[src/rtl/gpt_pkg.sv]
package gpt_pkg;

    localparam int DATA_W  = 16;
    localparam int ADDR_W  = 3;
    localparam int NUM_TMR = 2;
    localparam int PRE_DIV = 4;

    // control word bit positions
    localparam int CB_EN   = 15;
    localparam int CB_WQ   = 14;
    localparam int CB_RTG  = 5;
    localparam int CB_PSC  = 3;
    localparam int CB_CONT = 0;

    // counter indices: slow counter is the upper half
    localparam int T_SLOW = 0;
    localparam int T_FAST = 1;

    typedef enum logic [1:0] {
        SEL_CTRL  = 2'd0,
        SEL_COUNT = 2'd1,
        SEL_MAX   = 2'd2,
        SEL_RSVD  = 2'd3
    } reg_sel_e;

    typedef struct packed {
        logic en;
        logic rtg;
        logic psc;
        logic cont;
    } tmr_ctrl_t;

    function automatic logic [DATA_W-1:0] ctrl_to_word(tmr_ctrl_t c);
        logic [DATA_W-1:0] w;
        w          = '0;
        w[CB_EN]   = c.en;
        w[CB_RTG]  = c.rtg;
        w[CB_PSC]  = c.psc;
        w[CB_CONT] = c.cont;
        return w;
    endfunction

    function automatic tmr_ctrl_t ctrl_apply_write(tmr_ctrl_t cur, logic [DATA_W-1:0] w);
        tmr_ctrl_t n;
        n      = cur;
        n.rtg  = w[CB_RTG];
        n.psc  = w[CB_PSC];
        n.cont = w[CB_CONT];
        if (w[CB_WQ]) begin
            n.en = w[CB_EN];
        end
        return n;
    endfunction

    // last count value before the wrap; compare 0 gives all ones
    function automatic logic [DATA_W-1:0] last_count(logic [DATA_W-1:0] m);
        return m - 1'b1;
    endfunction

endpackage

[src/rtl/gpt_refdiv.sv]
module gpt_refdiv
    import gpt_pkg::*;
#(
    parameter int DIV = PRE_DIV
) (
    input  logic clk,
    input  logic rst,
    input  logic ref_sel,
    input  logic tick_a,
    input  logic tick_b,
    output logic base_tick
);
    localparam int PW = (DIV > 1) ? $clog2(DIV) : 1;
    localparam logic [PW-1:0] LAST = PW'(DIV - 1);

    logic [PW-1:0] phase_q;
    logic          sel_tick;

    assign sel_tick  = ref_sel ? tick_b : tick_a;
    assign base_tick = sel_tick && (phase_q == LAST);

    always_ff @(posedge clk) begin
        if (rst) begin
            phase_q <= '0;
        end else if (sel_tick) begin
            phase_q <= base_tick ? '0 : phase_q + 1'b1;
        end
    end

endmodule

[src/rtl/gpt_core.sv]
module gpt_core
    import gpt_pkg::*;
#(
    parameter int W = DATA_W
) (
    input  logic         clk,
    input  logic         rst,
    input  logic         wr_ctrl,
    input  logic         wr_count,
    input  logic         wr_max,
    input  logic [W-1:0] wdata,
    input  logic         tick,
    output tmr_ctrl_t    ctrl_o,
    output logic [W-1:0] count_o,
    output logic [W-1:0] max_o,
    output logic         wrap_o
);
    tmr_ctrl_t    ctrl_q, ctrl_nxt;
    logic [W-1:0] count_q, max_q;
    logic         step, at_last;

    assign step    = ctrl_q.en && tick;
    assign at_last = (count_q == last_count(max_q));
    assign wrap_o  = step && at_last;

    always_comb begin
        ctrl_nxt = ctrl_q;
        if (wrap_o && !ctrl_q.cont) begin
            ctrl_nxt.en = 1'b0;
        end
        if (wr_ctrl) begin
            ctrl_nxt = ctrl_apply_write(ctrl_nxt, wdata);
        end
    end

    always_ff @(posedge clk) begin
        if (rst) begin
            ctrl_q  <= '0;
            count_q <= '0;
            max_q   <= '0;
        end else begin
            ctrl_q <= ctrl_nxt;
            if (wr_count) begin
                count_q <= wdata;
            end else if (step) begin
                count_q <= at_last ? '0 : count_q + 1'b1;
            end
            if (wr_max) begin
                max_q <= wdata;
            end
        end
    end

    assign ctrl_o  = ctrl_q;
    assign count_o = count_q;
    assign max_o   = max_q;

endmodule

[src/rtl/cascade_timer32.sv]
module cascade_timer32
    import gpt_pkg::*;
(
    input  logic              clk,
    input  logic              rst,
    input  logic              cfg_ref_sel,
    input  logic              ref_tick_a,
    input  logic              ref_tick_b,
    input  logic              bus_wr,
    input  logic [ADDR_W-1:0] bus_addr,
    input  logic [DATA_W-1:0] bus_wdata,
    output logic [DATA_W-1:0] bus_rdata
);
    logic              base_tick;
    tmr_ctrl_t         ctrl_q [NUM_TMR];
    logic [DATA_W-1:0] cnt_q  [NUM_TMR];
    logic [DATA_W-1:0] max_q  [NUM_TMR];
    logic              wrap   [NUM_TMR];
    logic              tick   [NUM_TMR];

    logic     tsel;
    reg_sel_e rsel;

    assign tsel = bus_addr[ADDR_W-1];
    assign rsel = reg_sel_e'(bus_addr[1:0]);

    gpt_refdiv #(.DIV(PRE_DIV)) u_div (
        .clk       (clk),
        .rst       (rst),
        .ref_sel   (cfg_ref_sel),
        .tick_a    (ref_tick_a),
        .tick_b    (ref_tick_b),
        .base_tick (base_tick)
    );

    for (genvar g = 0; g < NUM_TMR; g++) begin : g_tmr
        logic hit;
        assign hit = bus_wr && (tsel == 1'(g));

        if (g == T_SLOW) begin : g_casc
            assign tick[g] = ctrl_q[g].psc ? wrap[T_FAST] : base_tick;
        end else begin : g_base
            assign tick[g] = base_tick;
        end

        gpt_core #(.W(DATA_W)) u_core (
            .clk      (clk),
            .rst      (rst),
            .wr_ctrl  (hit && (rsel == SEL_CTRL)),
            .wr_count (hit && (rsel == SEL_COUNT)),
            .wr_max   (hit && (rsel == SEL_MAX)),
            .wdata    (bus_wdata),
            .tick     (tick[g]),
            .ctrl_o   (ctrl_q[g]),
            .count_o  (cnt_q[g]),
            .max_o    (max_q[g]),
            .wrap_o   (wrap[g])
        );
    end

    always_comb begin
        unique case (rsel)
            SEL_CTRL:  bus_rdata = ctrl_to_word(ctrl_q[tsel]);
            SEL_COUNT: bus_rdata = cnt_q[tsel];
            SEL_MAX:   bus_rdata = max_q[tsel];
            default:   bus_rdata = '0;
        endcase
    end

endmodule

[config.mk]
export PLATFORM = sky130hd
export DESIGN_NAME = cascade_timer32
export DESIGN_NICKNAME = d
export VERILOG_FILES = /design/src/rtl/gpt_pkg.sv /design/src/rtl/gpt_refdiv.sv /design/src/rtl/gpt_core.sv /design/src/rtl/cascade_timer32.sv
export SDC_FILE = /design/constraint.sdc
export NUM_CORES = 1
export LEC_CHECK = 0
export ABC_CLOCK_PERIOD_IN_PS = 3500
export BUFFER_PORTS_ARGS = -buffer_cell sky130_fd_sc_hd__clkbuf_2
export CAP_MARGIN = 5
export CELL_PAD_IN_SITES_DETAIL_PLACEMENT = 1
export CELL_PAD_IN_SITES_GLOBAL_PLACEMENT = 2
export CORE_ASPECT_RATIO = 1.75
export CORE_MARGIN = 3
export CORE_UTILIZATION = 32
export CTS_CLUSTER_SIZE = 16
export DETAILED_ROUTE_END_ITERATION = 6
export PLACE_DENSITY_LB_ADDON = 0.1
export SKIP_CTS_REPAIR_TIMING = 1
export SKIP_LAST_GASP = 1
export SYNTH_ARGS = -nofsm -noshare
export SYNTH_HDL_FRONTEND = slang
export SYNTH_SLANG_ARGS = --single-unit
[constraint.sdc]
create_clock -name clk -period 3.5 [get_ports clk]
set_input_delay 0.7 -clock clk [delete_from_list [all_inputs] [get_ports clk]]
set_output_delay 0.7 -clock clk [all_outputs]
set_load 0.03 [all_outputs]
==> flow_metrics.tcl <==
set metrics [dict create \
    reg2reg_from "g_tmr[1].u_core.max_o[6]" \
    cap_violations 0 \
    routabilityCongestion 0.840 \
    hold_viol 0 \
    clk_latency_ps 350 \
    drive_gt1_share_pct 16.7 \
    hold_depth 2 \
    syn-num-nets 704 \
    worstPathBufferInverterCount 0 \
    outcome "finished clean" \
    yosysUniqueCellTypes 66 \
    dp_slack_ps -52.6 \
    cts_root_buffer "clkbuf_16" \
    cp_cell_sequence "or4_1 -> nor4_2 -> a32oi_2 -> or4_4 -> o41ai_4 -> and3_4 -> or4b_4 -> a311oi_2" \
    area_growth_pct 18.3 \
    fin_ws_ps 45.9 \
    vias 5297 \
    crit_family "simple AND/OR/NAND/NOR gates" \
    hpwl_um 15900 \
    max_freq_ghz 0.290 \
    met2_usage_pct 43.8 \
    setup_viol 0 \
    num_rows 61 \
    p_per_area_mw_per_mm2 395 \
    ant_nets 0 \
    worstHoldStart "g_tmr[0].u_core.ctrl_o[2]" \
    slew_violations 0 \
    start_util_pct 32.6 \
    final_nets 742 \
    yosys_warnings 0 \
    synth_edf_count 0 \
    port_buffers 40 \
    timing_worst_slew_pin_value_ps 864 \
    crit_type "flip-flop to flip-flop" \
    grt_max_degree 62 \
    antenna_found_initial 0 \
    regToRegEndpoint "g_tmr[0].u_core.count_o[15]" \
    p_leak_uw 0.00235 \
    min_to "g_tmr[0].u_core.ctrl_o[2]" \
    finClkSkew_ps 10.6 \
    worstPathRequired_ps 3750 \
    ys_seq_area_share_pct 28.5 \
    grt.busiest_layer "met2" \
    arrival_ps 3710 \
    clkSinkCount 74 \
    die-width_um 102 \
    fin_tns_setup_ps 0 \
    cpPeakStageDelay_ps 690 \
    critPathLaunchType "flip-flop" \
    post_drt_wl_per_cell_um 22.9 \
    cts_max_level 3 \
    final_cell_mix "nand2_1, dfxtp_1, a21oi_1" \
    drc 0 \
    peakVddDrop_v 0.000209 \
    fin_crit_sh_pct 98.7 \
    critPathMaxFanout 4 \
    drt-pass1-iter-count 4 \
    synth_seq_cells 74 \
    die-area_mm2 0.0179 \
    synth_area_mm2 0.00520 \
    syn_area_per_cell_um2 7.72 \
    drt-initial-drc-count 202 \
    syn_inst 674 \
    relSlewSlack_pct 42.3 \
    final_common_cell "nand2_1" \
    holdCritPathClass "flip-flop to flip-flop" \
    slowest_stage "or4_1" \
    coreArea_mm2 0.0160 \
    p_total_uw 2430 \
    regToRegSetupSlack_ps 50 \
    globalRouteOverflowTotal 0 \
    period_minus_slack_ps 3450 \
    fp.dieH_um 175 \
    cts_tree "done" \
    met3_usage_pct 3.20 \
    grt_pass1_vias 5495 \
    diodes 0 \
    reg2reg_depth 8 \
    path_depth 8 \
    cts_made_buffers 9 \
    grt_pass1_wl_um 32100 \
    clk_path_buf_depth 2 \
    synthFlopType "dfxtp_1" \
    end_kind "flip-flop" \
    boundaryPins 41 \
    clkSlewWorstSetupHoldPaths_ps 70 \
    wirelength_um 20800 \
    met1_usage_pct 27.9 \
    vias_per_cell 5.85 \
    grt_use_total_pct 23.8 \
    synth-async-reset-ratio_pct 0 \
]
[metrics by stage]
step / hold WS [ps] / utilization [%] / instance area [µm²] / std cells
3_3_place_gp: 478 / 35.8 / 5720 / 888
5_1_grt: 544 / 38.6 / 6150 / 906
2_1_floorplan: 460 / - / 5200 / 674
4_1_cts: 502 / 37.9 / 6050 / 904
6_report: 497 / 38.6 / 6150 / 906
3_5_place_dp: 486 / 35.8 / 5720 / 888
[layer usage]
metal	wire [µm]	share of wire [%]
met1	8390	40
met4	442	2.1
met3	496	2.4
met5	0	0
met2	11500	55
[how the worst max path moves through the flow]
stage / from / end / slack, ps
2_1_floorplan: g_tmr[1].u_core.max_o[0] / g_tmr[0].u_core.count_o[15] / 20
3_3_place_gp: g_tmr[1].u_core.max_o[0] / g_tmr[0].u_core.count_o[15] / 20
3_5_place_dp: g_tmr[1].u_core.max_o[1] / g_tmr[0].u_core.count_o[15] / -50
4_1_cts: g_tmr[1].u_core.max_o[1] / g_tmr[0].u_core.count_o[15] / -70
5_1_grt: g_tmr[1].u_core.max_o[1] / g_tmr[0].u_core.count_o[15] / -30
6_report: g_tmr[1].u_core.max_o[6] / g_tmr[0].u_core.count_o[15] / 50
[sequential cells by signal, indices dropped and copies added (netlist names)]
register              cells
g_tmr.u_core.count_o     32
g_tmr.u_core.max_o       32
g_tmr.u_core.ctrl_o       8
u_div.phase_q             2
[cells by family (layout without fill, tap and decap cells)]
family,Yosys count,in the layout,synth area share (%)
AND/OR/NAND/NOR,275,275,26.4
AO/OA/AOI/OAI,168,168,23.0
adder cells (fa/ha/maj),5,5,1.20
multiplexers,44,44,8.49
buffers and inverters,65,108,5.22
flip-flops,74,74,28.5
XOR/XNOR,43,43,7.24
[cell usage after synthesis (6+ instances only)]
master / n / area share [%]
a211oi_1: 7 / 1.0
a21oi_1: 52 / 5.0
a221o_1: 7 / 1.3
a221oi_1: 10 / 1.7
a22oi_1: 7 / 1.0
a31oi_1: 11 / 1.3
and3_1: 19 / 2.3
clkbuf_1: 41 / 3.0
dfxtp_1: 74 / 28
inv_1: 14 / 1.0
mux2i_1: 43 / 8.3
nand2_1: 103 / 7.4
nand2b_1: 9 / 1.1
nand3_1: 17 / 1.6
nor2_1: 47 / 3.4
nor2b_1: 7 / 0.84
nor3_1: 20 / 1.9
nor4_1: 8 / 0.96
o2111a_1: 7 / 1.5
o21ai_0: 7 / 0.67
o21ai_1: 8 / 0.77
o22ai_1: 14 / 1.7
or2_2: 6 / 0.72
xnor2_1: 26 / 4.4
xor2_1: 17 / 2.9
[area by class of cell]
| class | count | area, µm² |
|---|---|---|
| clock buffer | 11 | 253 |
| clock inverter | 5 | 85.1 |
| inverter | 14 | 52.6 |
| tap | 189 | 236 |
| timing repair buffer | 78 | 514 |
| sequential | 74 | 1480 |
| fill | 1954 | 9800 |
| multi-input combinational | 535 | 3530 |
[tightest hold or removal path, stage by stage, from the launching register on]
cell and delay, ps:
dfxtp_1 330, mux2i_1 70, nor2_1 70
[power breakdown]
part	total, µW	internal, µW	leakage [µW]	switching (µW)
Sequential	936	874	0.000601	62.0
Combinational	407	165	0.00159	242
Clock	1080	668	0.000162	416
Total	2430	1710	0.00235	720
Note: power is estimated with default switching activity, not from simulation.
